`src/rtl/refmon_pkg.sv`:
```
package refmon_pkg;
    localparam int PRIO_W = 2;
    typedef logic [PRIO_W-1:0] prio_t;
endpackage

```
`src/rtl/refmon_watch.sv`:
```
module refmon_watch
    import refmon_pkg::*;
#(
    parameter int CNT_W  = 16,
    parameter int QUAL_W = 4
) (
    input  logic              clk_i,
    input  logic              rst_ni,
    input  logic              en_i,
    input  logic              edge_i,
    input  logic [CNT_W-1:0]  limit_i,
    input  logic [QUAL_W-1:0] qual_i,
    output logic              lost_o
);
    typedef struct packed {
        logic [CNT_W-1:0]  cnt;
        logic [QUAL_W-1:0] good;
        logic              lost;
    } wst_t;

    wst_t st_d, st_q;
    logic [CNT_W:0]  cnt_inc;
    logic [QUAL_W:0] good_inc;

    always_comb begin
        st_d     = st_q;
        cnt_inc  = {1'b0, st_q.cnt} + 1'b1;
        good_inc = {1'b0, st_q.good} + 1'b1;
        if (!en_i) begin
            st_d.cnt  = '0;
            st_d.good = '0;
            st_d.lost = 1'b1;
        end else if (edge_i) begin
            st_d.cnt = '0;
            if (st_q.lost) begin
                if (good_inc >= {1'b0, qual_i}) begin
                    st_d.lost = 1'b0;
                    st_d.good = '0;
                end else begin
                    st_d.good = good_inc[QUAL_W-1:0];
                end
            end
        end else if (cnt_inc >= {1'b0, limit_i}) begin
            st_d.cnt  = limit_i;
            st_d.good = '0;
            st_d.lost = 1'b1;
        end else begin
            st_d.cnt = cnt_inc[CNT_W-1:0];
        end
    end

    always_ff @(posedge clk_i) begin
        if (!rst_ni) begin
            st_q.cnt  <= '0;
            st_q.good <= '0;
            st_q.lost <= 1'b1;
        end else begin
            st_q <= st_d;
        end
    end

    assign lost_o = st_q.lost;

    a_r4_disabled_is_lost: assert property (@(posedge clk_i) disable iff (!rst_ni)
        !en_i |=> st_q.lost);
    a_r10_edge_beats_expiry: assert property (@(posedge clk_i) disable iff (!rst_ni)
        (en_i && edge_i && !st_q.lost) |=> !st_q.lost);
    a_r3_requal_on_edge: assert property (@(posedge clk_i) disable iff (!rst_ni)
        $fell(st_q.lost) |-> ($past(edge_i) && $past(en_i)));
endmodule

```
`src/rtl/refmon_pick.sv`:
```
module refmon_pick
    import refmon_pkg::*;
#(
    parameter int N_REF = 4,
    parameter int IDX_W = 2
) (
    input  logic [N_REF-1:0]        qual_i,
    input  logic [N_REF*PRIO_W-1:0] prio_i,
    output logic                    any_o,
    output logic [IDX_W-1:0]        best_o
);
    prio_t best_p;

    always_comb begin
        any_o  = 1'b0;
        best_o = '0;
        best_p = '0;
        for (int i = 0; i < N_REF; i++) begin
            if (qual_i[i] && (!any_o || prio_i[i*PRIO_W +: PRIO_W] > best_p)) begin
                any_o  = 1'b1;
                best_o = IDX_W'(i);
                best_p = prio_i[i*PRIO_W +: PRIO_W];
            end
        end
    end
endmodule

```
`src/rtl/refmon_select.sv`:
```
module refmon_select
    import refmon_pkg::*;
#(
    parameter int N_REF  = 4,
    parameter int CNT_W  = 16,
    parameter int QUAL_W = 4,
    localparam int IDX_W = (N_REF > 1) ? $clog2(N_REF) : 1
) (
    input  logic                    clk_i,
    input  logic                    rst_ni,
    input  logic [N_REF-1:0]        ref_edge_i,
    input  logic [N_REF-1:0]        ref_en_i,
    input  logic [N_REF*CNT_W-1:0]  ref_limit_i,
    input  logic [N_REF*PRIO_W-1:0] ref_prio_i,
    input  logic [QUAL_W-1:0]       qual_edges_i,
    input  logic                    revertive_i,
    output logic [IDX_W-1:0]        sel_idx_o,
    output logic [N_REF-1:0]        ref_lost_o,
    output logic                    holdover_o,
    output logic                    switch_pulse_o
);
    typedef struct packed {
        logic [IDX_W-1:0] sel;
        logic             hold;
        logic             pulse;
    } sst_t;

    logic [N_REF-1:0] lost_w;
    logic [N_REF-1:0] qual_w;
    prio_t            prio_a [N_REF];
    logic             any_w;
    logic [IDX_W-1:0] best_w;
    sst_t             st_d, st_q;

    for (genvar g = 0; g < N_REF; g++) begin : g_watch
        refmon_watch #(.CNT_W(CNT_W), .QUAL_W(QUAL_W)) watch_i (
            .clk_i   (clk_i),
            .rst_ni  (rst_ni),
            .en_i    (ref_en_i[g]),
            .edge_i  (ref_edge_i[g]),
            .limit_i (ref_limit_i[g*CNT_W +: CNT_W]),
            .qual_i  (qual_edges_i),
            .lost_o  (lost_w[g])
        );
        assign qual_w[g] = ref_en_i[g] & ~lost_w[g];
        assign prio_a[g] = ref_prio_i[g*PRIO_W +: PRIO_W];
    end

    refmon_pick #(.N_REF(N_REF), .IDX_W(IDX_W)) pick_i (
        .qual_i (qual_w),
        .prio_i (ref_prio_i),
        .any_o  (any_w),
        .best_o (best_w)
    );

    always_comb begin
        st_d = st_q;
        if (!any_w) begin
            st_d.hold = 1'b1;
        end else if (st_q.hold || !qual_w[st_q.sel]) begin
            st_d.sel  = best_w;
            st_d.hold = 1'b0;
        end else if (revertive_i && (prio_a[best_w] > prio_a[st_q.sel])) begin
            st_d.sel = best_w;
        end
        st_d.pulse = (st_d.sel != st_q.sel);
    end

    always_ff @(posedge clk_i) begin
        if (!rst_ni) begin
            st_q.sel   <= '0;
            st_q.hold  <= 1'b1;
            st_q.pulse <= 1'b0;
        end else begin
            st_q <= st_d;
        end
    end

    assign sel_idx_o      = st_q.sel;
    assign ref_lost_o     = lost_w;
    assign holdover_o     = st_q.hold;
    assign switch_pulse_o = st_q.pulse;

    a_r4_sel_is_qualified: assert property (@(posedge clk_i) disable iff (!rst_ni)
        !st_d.hold |-> qual_w[st_d.sel]);
    a_r7_none_means_hold: assert property (@(posedge clk_i) disable iff (!rst_ni)
        (qual_w == '0) |=> (st_q.hold && $stable(st_q.sel)));
    a_r8_nonrevert_stays: assert property (@(posedge clk_i) disable iff (!rst_ni)
        (!revertive_i && !st_q.hold && qual_w[st_q.sel]) |=> $stable(st_q.sel));
    a_r9_pulse_marks_change: assert property (@(posedge clk_i) disable iff (!rst_ni)
        1'b1 |=> (st_q.pulse == (st_q.sel != $past(st_q.sel))));
endmodule

```
`config.mk`:
```
export PLATFORM = sky130hd
export DESIGN_NAME = refmon_select
export DESIGN_NICKNAME = d
export VERILOG_FILES = /design/src/rtl/refmon_pkg.sv /design/src/rtl/refmon_watch.sv /design/src/rtl/refmon_pick.sv /design/src/rtl/refmon_select.sv
export SDC_FILE = /design/constraint.sdc
export NUM_CORES = 1
export LEC_CHECK = 0
export CELL_PAD_IN_SITES_DETAIL_PLACEMENT = 1
export CELL_PAD_IN_SITES_GLOBAL_PLACEMENT = 1
export CORE_MARGIN = 2
export CORE_UTILIZATION = 28
export CTS_CLUSTER_SIZE = 24
export DETAILED_ROUTE_END_ITERATION = 6
export PLACE_DENSITY_LB_ADDON = 0.1
export SYNTH_ARGS = -nofsm -noshare
export SYNTH_HDL_FRONTEND = slang
export SYNTH_HIERARCHICAL = 1
export SYNTH_SLANG_ARGS = --single-unit
```
`constraint.sdc`:
```
create_clock -name clk_i -period 11.76 [get_ports clk_i]
set_input_delay 1.176 -clock clk_i [delete_from_list [all_inputs] [get_ports clk_i]]
set_output_delay 1.176 -clock clk_i [all_outputs]
set_load 0.01 [all_outputs]
```
==> results of run 1 <==
registers in the layout, summed over array words and instances, names as in the netlist:
register                flops
g_watch.watch_i/st_q       80
g_watch.watch_i/lost_o      4
sel_idx_o                   2
holdover_o                  1
switch_pulse_o              1
final timing paths:
| path | to | slack [ns] | depth (start not counted) |
|---|---|---|---|
| min | g_watch[1].watch_i/st_q[2]$_SDFFE_PN0P_ | 0.50 | 2 |
| min reg2reg | g_watch[1].watch_i/st_q[2]$_SDFFE_PN0P_ | 0.50 | 2 |
| max reg2reg | sel_idx_o[0]$_SDFF_PN0_ | 5.67 | 22 |
| max | sel_idx_o[0]$_SDFF_PN0_ | 4.67 | 23 |
where the power goes:
part | internal [uW] | switching (uW)
sequential | 300 | 3.32
combinational | 49.0 | 43.7
clock | 192 | 131
total | 541 | 178
worst max-delay path, stage by stage:
cell	delay, ns
clkdlybuf4s50_1	0.56
nor2b_1	0.41
nand2_1	0.11
ha_1	0.31
nor2b_1	0.16
o311a_1	0.34
a32oi_1	0.26
ha_1	0.30
nor2b_1	0.15
o21a_1	0.16
o21ai_1	0.26
mux2_2	0.38
ha_1	0.30
nor2b_1	0.16
a2bb2oi_1	0.23
a22oi_1	0.10
o21ai_0	0.27
mux4_2	0.60
ha_1	0.32
nor2b_1	0.14
o211a_1	0.22
o31a_2	0.31
mux2i_1	0.12
per-layer routing:
metal  wire (um)  part of all wire, %  global-route usage, %  up-vias
met5           0                    0                      0        -
met4         213                  1.0                   4.12        0
met3         462                  2.2                   1.92       10
met1        9960                   49                   19.1     3036
met2        9900                   48                   26.6       63
li1            -                    -                      -     3379
cell usage in the layout (no fill, tap or decap), types with 32 or more instances in the layout:
cell type and instances:
nor2_1 36, nand3_1 55, xor2_1 32, dfxtp_1 88
inv_1 94, clkdlybuf4s50_1 94, nor3_1 43, ha_1 96
nand2_1 67, a21oi_1 48
area by class of cell:
type	instances	area [um2]	area share, %
Multi-Input combinational cell	674	5080	57.0
Tap cell	335	419	4.70
Clock buffer	11	243	2.72
Clock inverter	5	80.1	0.899
Timing Repair Buffer	98	971	10.9
Inverter	95	357	4.00
Sequential cell	88	1760	19.8
per-stage QoR:
stage	instances	worst slack (ns)	hold slack, ns	util (%)	cell area [um2]
floorplan	890	5.53	0.462	-	7420
global route	1306	4.19	0.545	34.2	8910
detailed placement	1290	4.21	0.497	33.0	8590
finish	1306	4.67	0.497	34.2	8910
global placement	1290	4.48	0.490	33.0	8590
CTS	1306	4.60	0.510	34.2	8910
cells by family after synthesis:
logic type | count (synthesis) | share of synthesized area [%]
AND/OR/NAND/NOR | 331 | 24.9
AO/OA/AOI/OAI | 169 | 17.0
buffers and inverters | 128 | 7.74
adder cells (fa/ha/maj) | 96 | 16.2
flip-flops | 88 | 23.8
XOR/XNOR | 63 | 7.54
multiplexers | 15 | 2.89
==> results.md, run 1 <==
* Fraction of registers with async set/reset at 0%
* GRT Overall Usage at 15.0%
* Fraction of the yosys area taken by sequential cells at 23.8%
* Worst R2R Start: g_watch[0].watch_i/lost_o$_SDFFE_PN1P_
* Crit path kind: in2reg
* Avg Cell Area, Syn at 8.33 um2
* Share of layout cells above drive strength 1 at 7.00%
* CTS tree: yes
* IO buf count at 94
* Synth top area share at 23.8%
* Cts hold-fix bufs at 0
* Worst vdd ir at 0.0440 mV
* Final period util at 60.3%
* # IOs at 95
* Yosys cell types at 74
* Synthesized flop and latch total at 88
* Antenna cells at 0
* Final number of max-transition violations at 0
* Layout fillers at 3107
* Core area at 26100 um2
* Clk buf depth at 2
* Final Setup Violations at 0
* Status: finished, final reports clean
* DR WL/cell at 15.7 um
* Final ANT Viol Nets at 0
* Design Power at 719 uW
* Critical hold path startpoint: g_watch[1].watch_i/st_q[2]$_SDFFE_PN0P_
* Crit-path max FO at 6
* Final Skew at 0.00855 ns
* Fin. Hold Viols at 0
* Residual DRC at 0
* Setup total negative slack at 0 ns
* Setup crit end kind: register
* Largest net degree at the start of global routing at 22
* Detailed Place HPWL at 15.7 mm
* Max Fclk at 141 MHz
* Number of max-cap violations at 0
* Required time of the critical path at 12.00 ns
* Crit path time final at 7.09 ns
* RSZ-0062 raised after global routing: no
* Die area at 27800 um2
* Row cnt at 59
* Clk sinks at 88
* Die width at 167 um
* Leading area contributor after synthesis: dfxtp_1
* GP Congestion at 0.756
* Drt total wl at 20.5 mm
* Synth warnings at 6
* Top-count cell post-synth: ha_1
* Post-synth EDFFs at 0
* Via count at 6488
* Synthesized instance count at 890
* Actual slew at the worst max-slew pin at 0.969 ns
* Clock slew at reported path FFs at 0.07 ns
* Die Ht at 167 um
* Setup bufs post-CTS at 0
* Worst Hold Class: reg2reg
* Crit path from: ref_en_i[0]
* DR vias/cell at 4.97
* First-pass GRT wire length at 34.2 mm
* CP Data Arrival Time at 7.33 ns
* Layout area overhead at 20.2%
* H-tree Lvls at 3
* Drt first pass iters at 4
* Ranking of synthesized cells by area: dfxtp_1 (24%), ha_1 (16%), inv_1 (4.8%)
* CP Launch Type: primary input
* NumNets Final at 1149
* Clk_lat worst skew at 0.35 ns
* Lkg Pwr at 0.00399 uW
* Initial antenna violation count at 0
* Vias in the first global route at 6750
* Post-synth top cells: ha_1 (96), inv_1 (94), dfxtp_1 (88), nand2_1 (67), nand3_1 (55)
* Clock buffer count from CTS at 9
* Initial Util at 28.5%
* Syn_nets at 1073
* Resize count post-CTS at 0
* Root Driver: clkbuf_16
* Power per cell area at 80.7 nW/um2
* Max-slew headroom at 34.9%
* Total grt overflow at 0
* Synth Cell Area at 7420 um2
* First DRT Iteration DRCs at 158
* Most used DFF post-synth: dfxtp_1
(Power assumes the default switching activity.)
==> inputs of run 2 (changes only) <==
==> constraint.sdc (replaced) <==
create_clock -name clk_i -period 6.4 [get_ports clk_i]
set_input_delay 0.64 -clock clk_i [delete_from_list [all_inputs] [get_ports clk_i]]
set_output_delay 0.64 -clock clk_i [all_outputs]
set_load 0.01 [all_outputs]
==> run 2 against run 1 <==
Against the previous run: sequential share of layout area barely moved; non-clock buffer count rose by 4; flip-flop and latch count did not move; clock power rose by 77%; utilization rose by 0.062 points; die area did not move; combinational power rose by 87%; critical path depth did not move; first-iteration DRC count rose by 51%; worst setup slack got worse by 4.3 ns; final cell count rose by 0.31%; critical path type unchanged; largest power group unchanged; highest routed layer unchanged.
==> results.md, run 2 (synthesis gave the netlist of run 1 again) <==
* Status: finished, final reports clean (unchanged)
* Total grt overflow at 0 (unchanged)
* R2r worst-path depth at 23 (was 22)
* Worst R2R Start: g_watch[0].watch_i/lost_o$_SDFFE_PN1P_ (unchanged)
* Largest net degree at the start of global routing at 20 (was 22)
* R2R setup slack at 0.68 ns (was 5.67 ns)
* Final number of max-transition violations at 0 (unchanged)
* GRT met3 Usage at 1.95% (was 1.92%)
* Met2 global-route usage at 27.2% (was 26.6%)
* Drt total wl at 20.9 mm (was 20.5 mm)
* Most common cell after layout, fill and taps aside: ha_1 (unchanged)
* Sw power at 333 uW (was 178 uW)
* Clk sinks at 88 (unchanged)
* Vias in the first global route at 6869 (was 6750)
* Inst Count DP at 1294 (was 1290)
* Row cnt at 59 (unchanged)
* Min Hold Slack at 0.498 ns (was 0.497 ns)
* Max FFs per register at 80 (unchanged)
* Busiest layer in global routing: met2 (unchanged)
* Crit-path max FO at 4 (was 6)
* GP Congestion at 0.763 (was 0.756)
* Share of layout cells above drive strength 1 at 7.38% (was 7.00%)
* Die area at 27800 um2 (unchanged)
* Post-route cell area at 8930 um2 (was 8910 um2)
* Layout fillers at 3124 (was 3107)
* Clk_lat worst skew at 0.35 ns (about the same)
* Number of max-cap violations at 0 (unchanged)
* Die width at 167 um (unchanged)
* DP Area at 8620 um2 (was 8590 um2)
* RSZ-0062 raised after global routing: no (unchanged)
* Core Util, Final at 34.3% (was 34.2%)
* DR WL/cell at 15.9 um (was 15.7 um)
* Final period util at 94.2%
* Net Sw Frac at 25.6% (was 24.7%)
* Core area at 26100 um2 (unchanged)
* H-tree Lvls at 3 (unchanged)
* # IOs at 95 (unchanged)
* Fin. Hold Viols at 0 (unchanged)
* Max-slew headroom at 40.7% (was 34.9%)
* Setup crit end kind: register (unchanged)
* CTS tree: yes (unchanged)
* Clock buffer count from CTS at 9 (unchanged)
* Min-Delay Endpoint: g_watch[1].watch_i/st_q[2]$_SDFFE_PN0P_ (unchanged)
* Most flop-heavy register: g_watch.watch_i/st_q (unchanged)
* Actual slew at the worst max-slew pin at 0.883 ns (was 0.969 ns)
* WHS Path Cells at 2 (unchanged)
* Clk buf depth at 2 (unchanged)
* Layout area overhead at 20.4% (was 20.2%)
* Via count at 6554 (was 6488)
* Root Driver: clkbuf_16 (unchanged)
* Crit path kind: in2reg (unchanged)
* Clock slew at reported path FFs at 0.07 ns (about the same)
* Int Pwr at 968 uW (was 541 uW)
* Setup total negative slack at 0 ns (unchanged)
* Detailed Place HPWL at 15.9 mm (was 15.7 mm)
* Critical hold path startpoint: g_watch[1].watch_i/st_q[2]$_SDFFE_PN0P_ (unchanged)
* Worst vdd ir at 0.0954 mV (was 0.0440 mV)
* First DRT Iteration DRCs at 239 (was 158)
* CP Launch Type: primary input (unchanged)
* Most frequent cells in the layout: ha_1 (96), inv_1 (94), clkdlybuf4s50_1 (94) (unchanged)
* Cts hold-fix bufs at 0 (unchanged)
* Drt first pass iters at 6 (was 4)
* Clock network power share at 43.9% (was 44.9%)
* Seq pwr share at 42.8% (was 42.2%)
* NumNets Final at 1153 (was 1149)
* GRT Overall Usage at 15.2% (was 15.0%)
* Final ANT Viol Nets at 0 (unchanged)
* Required time of the critical path at 6.63 ns (was 12.00 ns)
* Initial Util at 28.5% (unchanged)
* Crit path time final at 6.03 ns
* Comb pwr share at 13.3% (was 12.9%)
* DR vias/cell at 5.00 (was 4.97)
* Power per cell area at 146 nW/um2 (was 80.7 nW/um2)
* Residual DRC at 0 (unchanged)
* Resize count post-CTS at 0 (unchanged)
* IO buf count at 94 (unchanged)
* Initial antenna violation count at 0 (unchanged)
* Antenna cells at 0 (unchanged)
* CP Data Arrival Time at 6.26 ns (was 7.33 ns)
* Setup bufs post-CTS at 0 (unchanged)
* Final Setup Violations at 0 (unchanged)
* First-pass GRT wire length at 35.0 mm (was 34.2 mm)
* Layout Cells excl Fill at 1310 (was 1306)
* Met1 usage at 19.4% (was 19.1%)
* Final Skew at 0.0101 ns (was 0.00855 ns)
* Worst Hold Class: reg2reg (unchanged)
* Lkg Pwr at 0.00401 uW (was 0.00399 uW)
* Die Ht at 167 um (unchanged)
* Reg-to-Reg End: sel_idx_o[0]$_SDFF_PN0_ (unchanged)
* Max Fclk at 166 MHz
[run 2: metal layers]
| layer | up-vias | wire length [um] | share of wire (%) |
|---|---|---|---|
| met4 | 0 | 189 | 0.91 |
| met3 | 10 | 487 | 2.3 |
| met1 | 3106 | 9980 | 48 |
| li1 | 3382 | - | - |
| met5 | - | 0 | 0 |
| met2 | 56 | 10200 | 49 |
[run 2: cell type report]
type	count	area (um2)	share of cell area, %
Inverter	95	357	3.99
Clock buffer	12	256	2.87
Clock inverter	4	52.6	0.589
Timing Repair Buffer	102	1000	11.2
Multi-Input combinational cell	674	5080	56.9
Sequential cell	88	1760	19.7
Tap cell	335	419	4.70
[run 2: per-stage QoR]
step | worst slack [ns] | power, uW
CTS | 0.366 | 1330
finish | 0.372 | 1300
detailed placement | 0.0451 | 745
global placement | 0.137 | 744
floorplan | 0.704 | 652
global route | 0.0354 | 1370
[run 2: power by group through the flow]
stage | clock, uW | combinational [uW] | sequential (uW)
after floorplan | 0 | 83.5 | 568
after global placement | 0 | 174 | 570
after detailed placement | 0 | 175 | 570
after CTS | 598 | 177 | 557
after global routing | 618 | 197 | 558
final | 571 | 173 | 557
[run 2: worst max path at each step]
stage	start	endpoint	slack [ns]	cells after the start
after floorplan	ref_en_i[0]	sel_idx_o[0]$_SDFF_PN0_	0.70	22
after global placement	ref_en_i[0]	sel_idx_o[1]$_SDFF_PN0_	0.14	23
after detailed placement	ref_en_i[0]	sel_idx_o[1]$_SDFF_PN0_	0.05	23
after CTS	ref_en_i[0]	sel_idx_o[0]$_SDFF_PN0_	0.37	23
after global routing	ref_en_i[0]	sel_idx_o[0]$_SDFF_PN0_	0.04	24
final	ref_en_i[0]	sel_idx_o[0]$_SDFF_PN0_	0.37	23
[run 2: worst max-delay path: stages]
cell             delay [ns]
clkdlybuf4s50_1        0.47
nor2b_1                0.19
nand2_1                0.09
ha_1                   0.30
nor2b_1                0.16
o311a_1                0.34
a32oi_1                0.25
ha_1                   0.29
nor2b_1                0.14
o21a_1                 0.17
o21ai_1                0.26
mux2_2                 0.38
ha_1                   0.29
nor2b_1                0.15
a2bb2oi_1              0.24
a22oi_1                0.10
o21ai_0                0.15
mux4_2                 0.55
ha_1                   0.32
nor2b_1                0.13
o211a_1                0.21
o31a_2                 0.31
mux2i_1                0.13
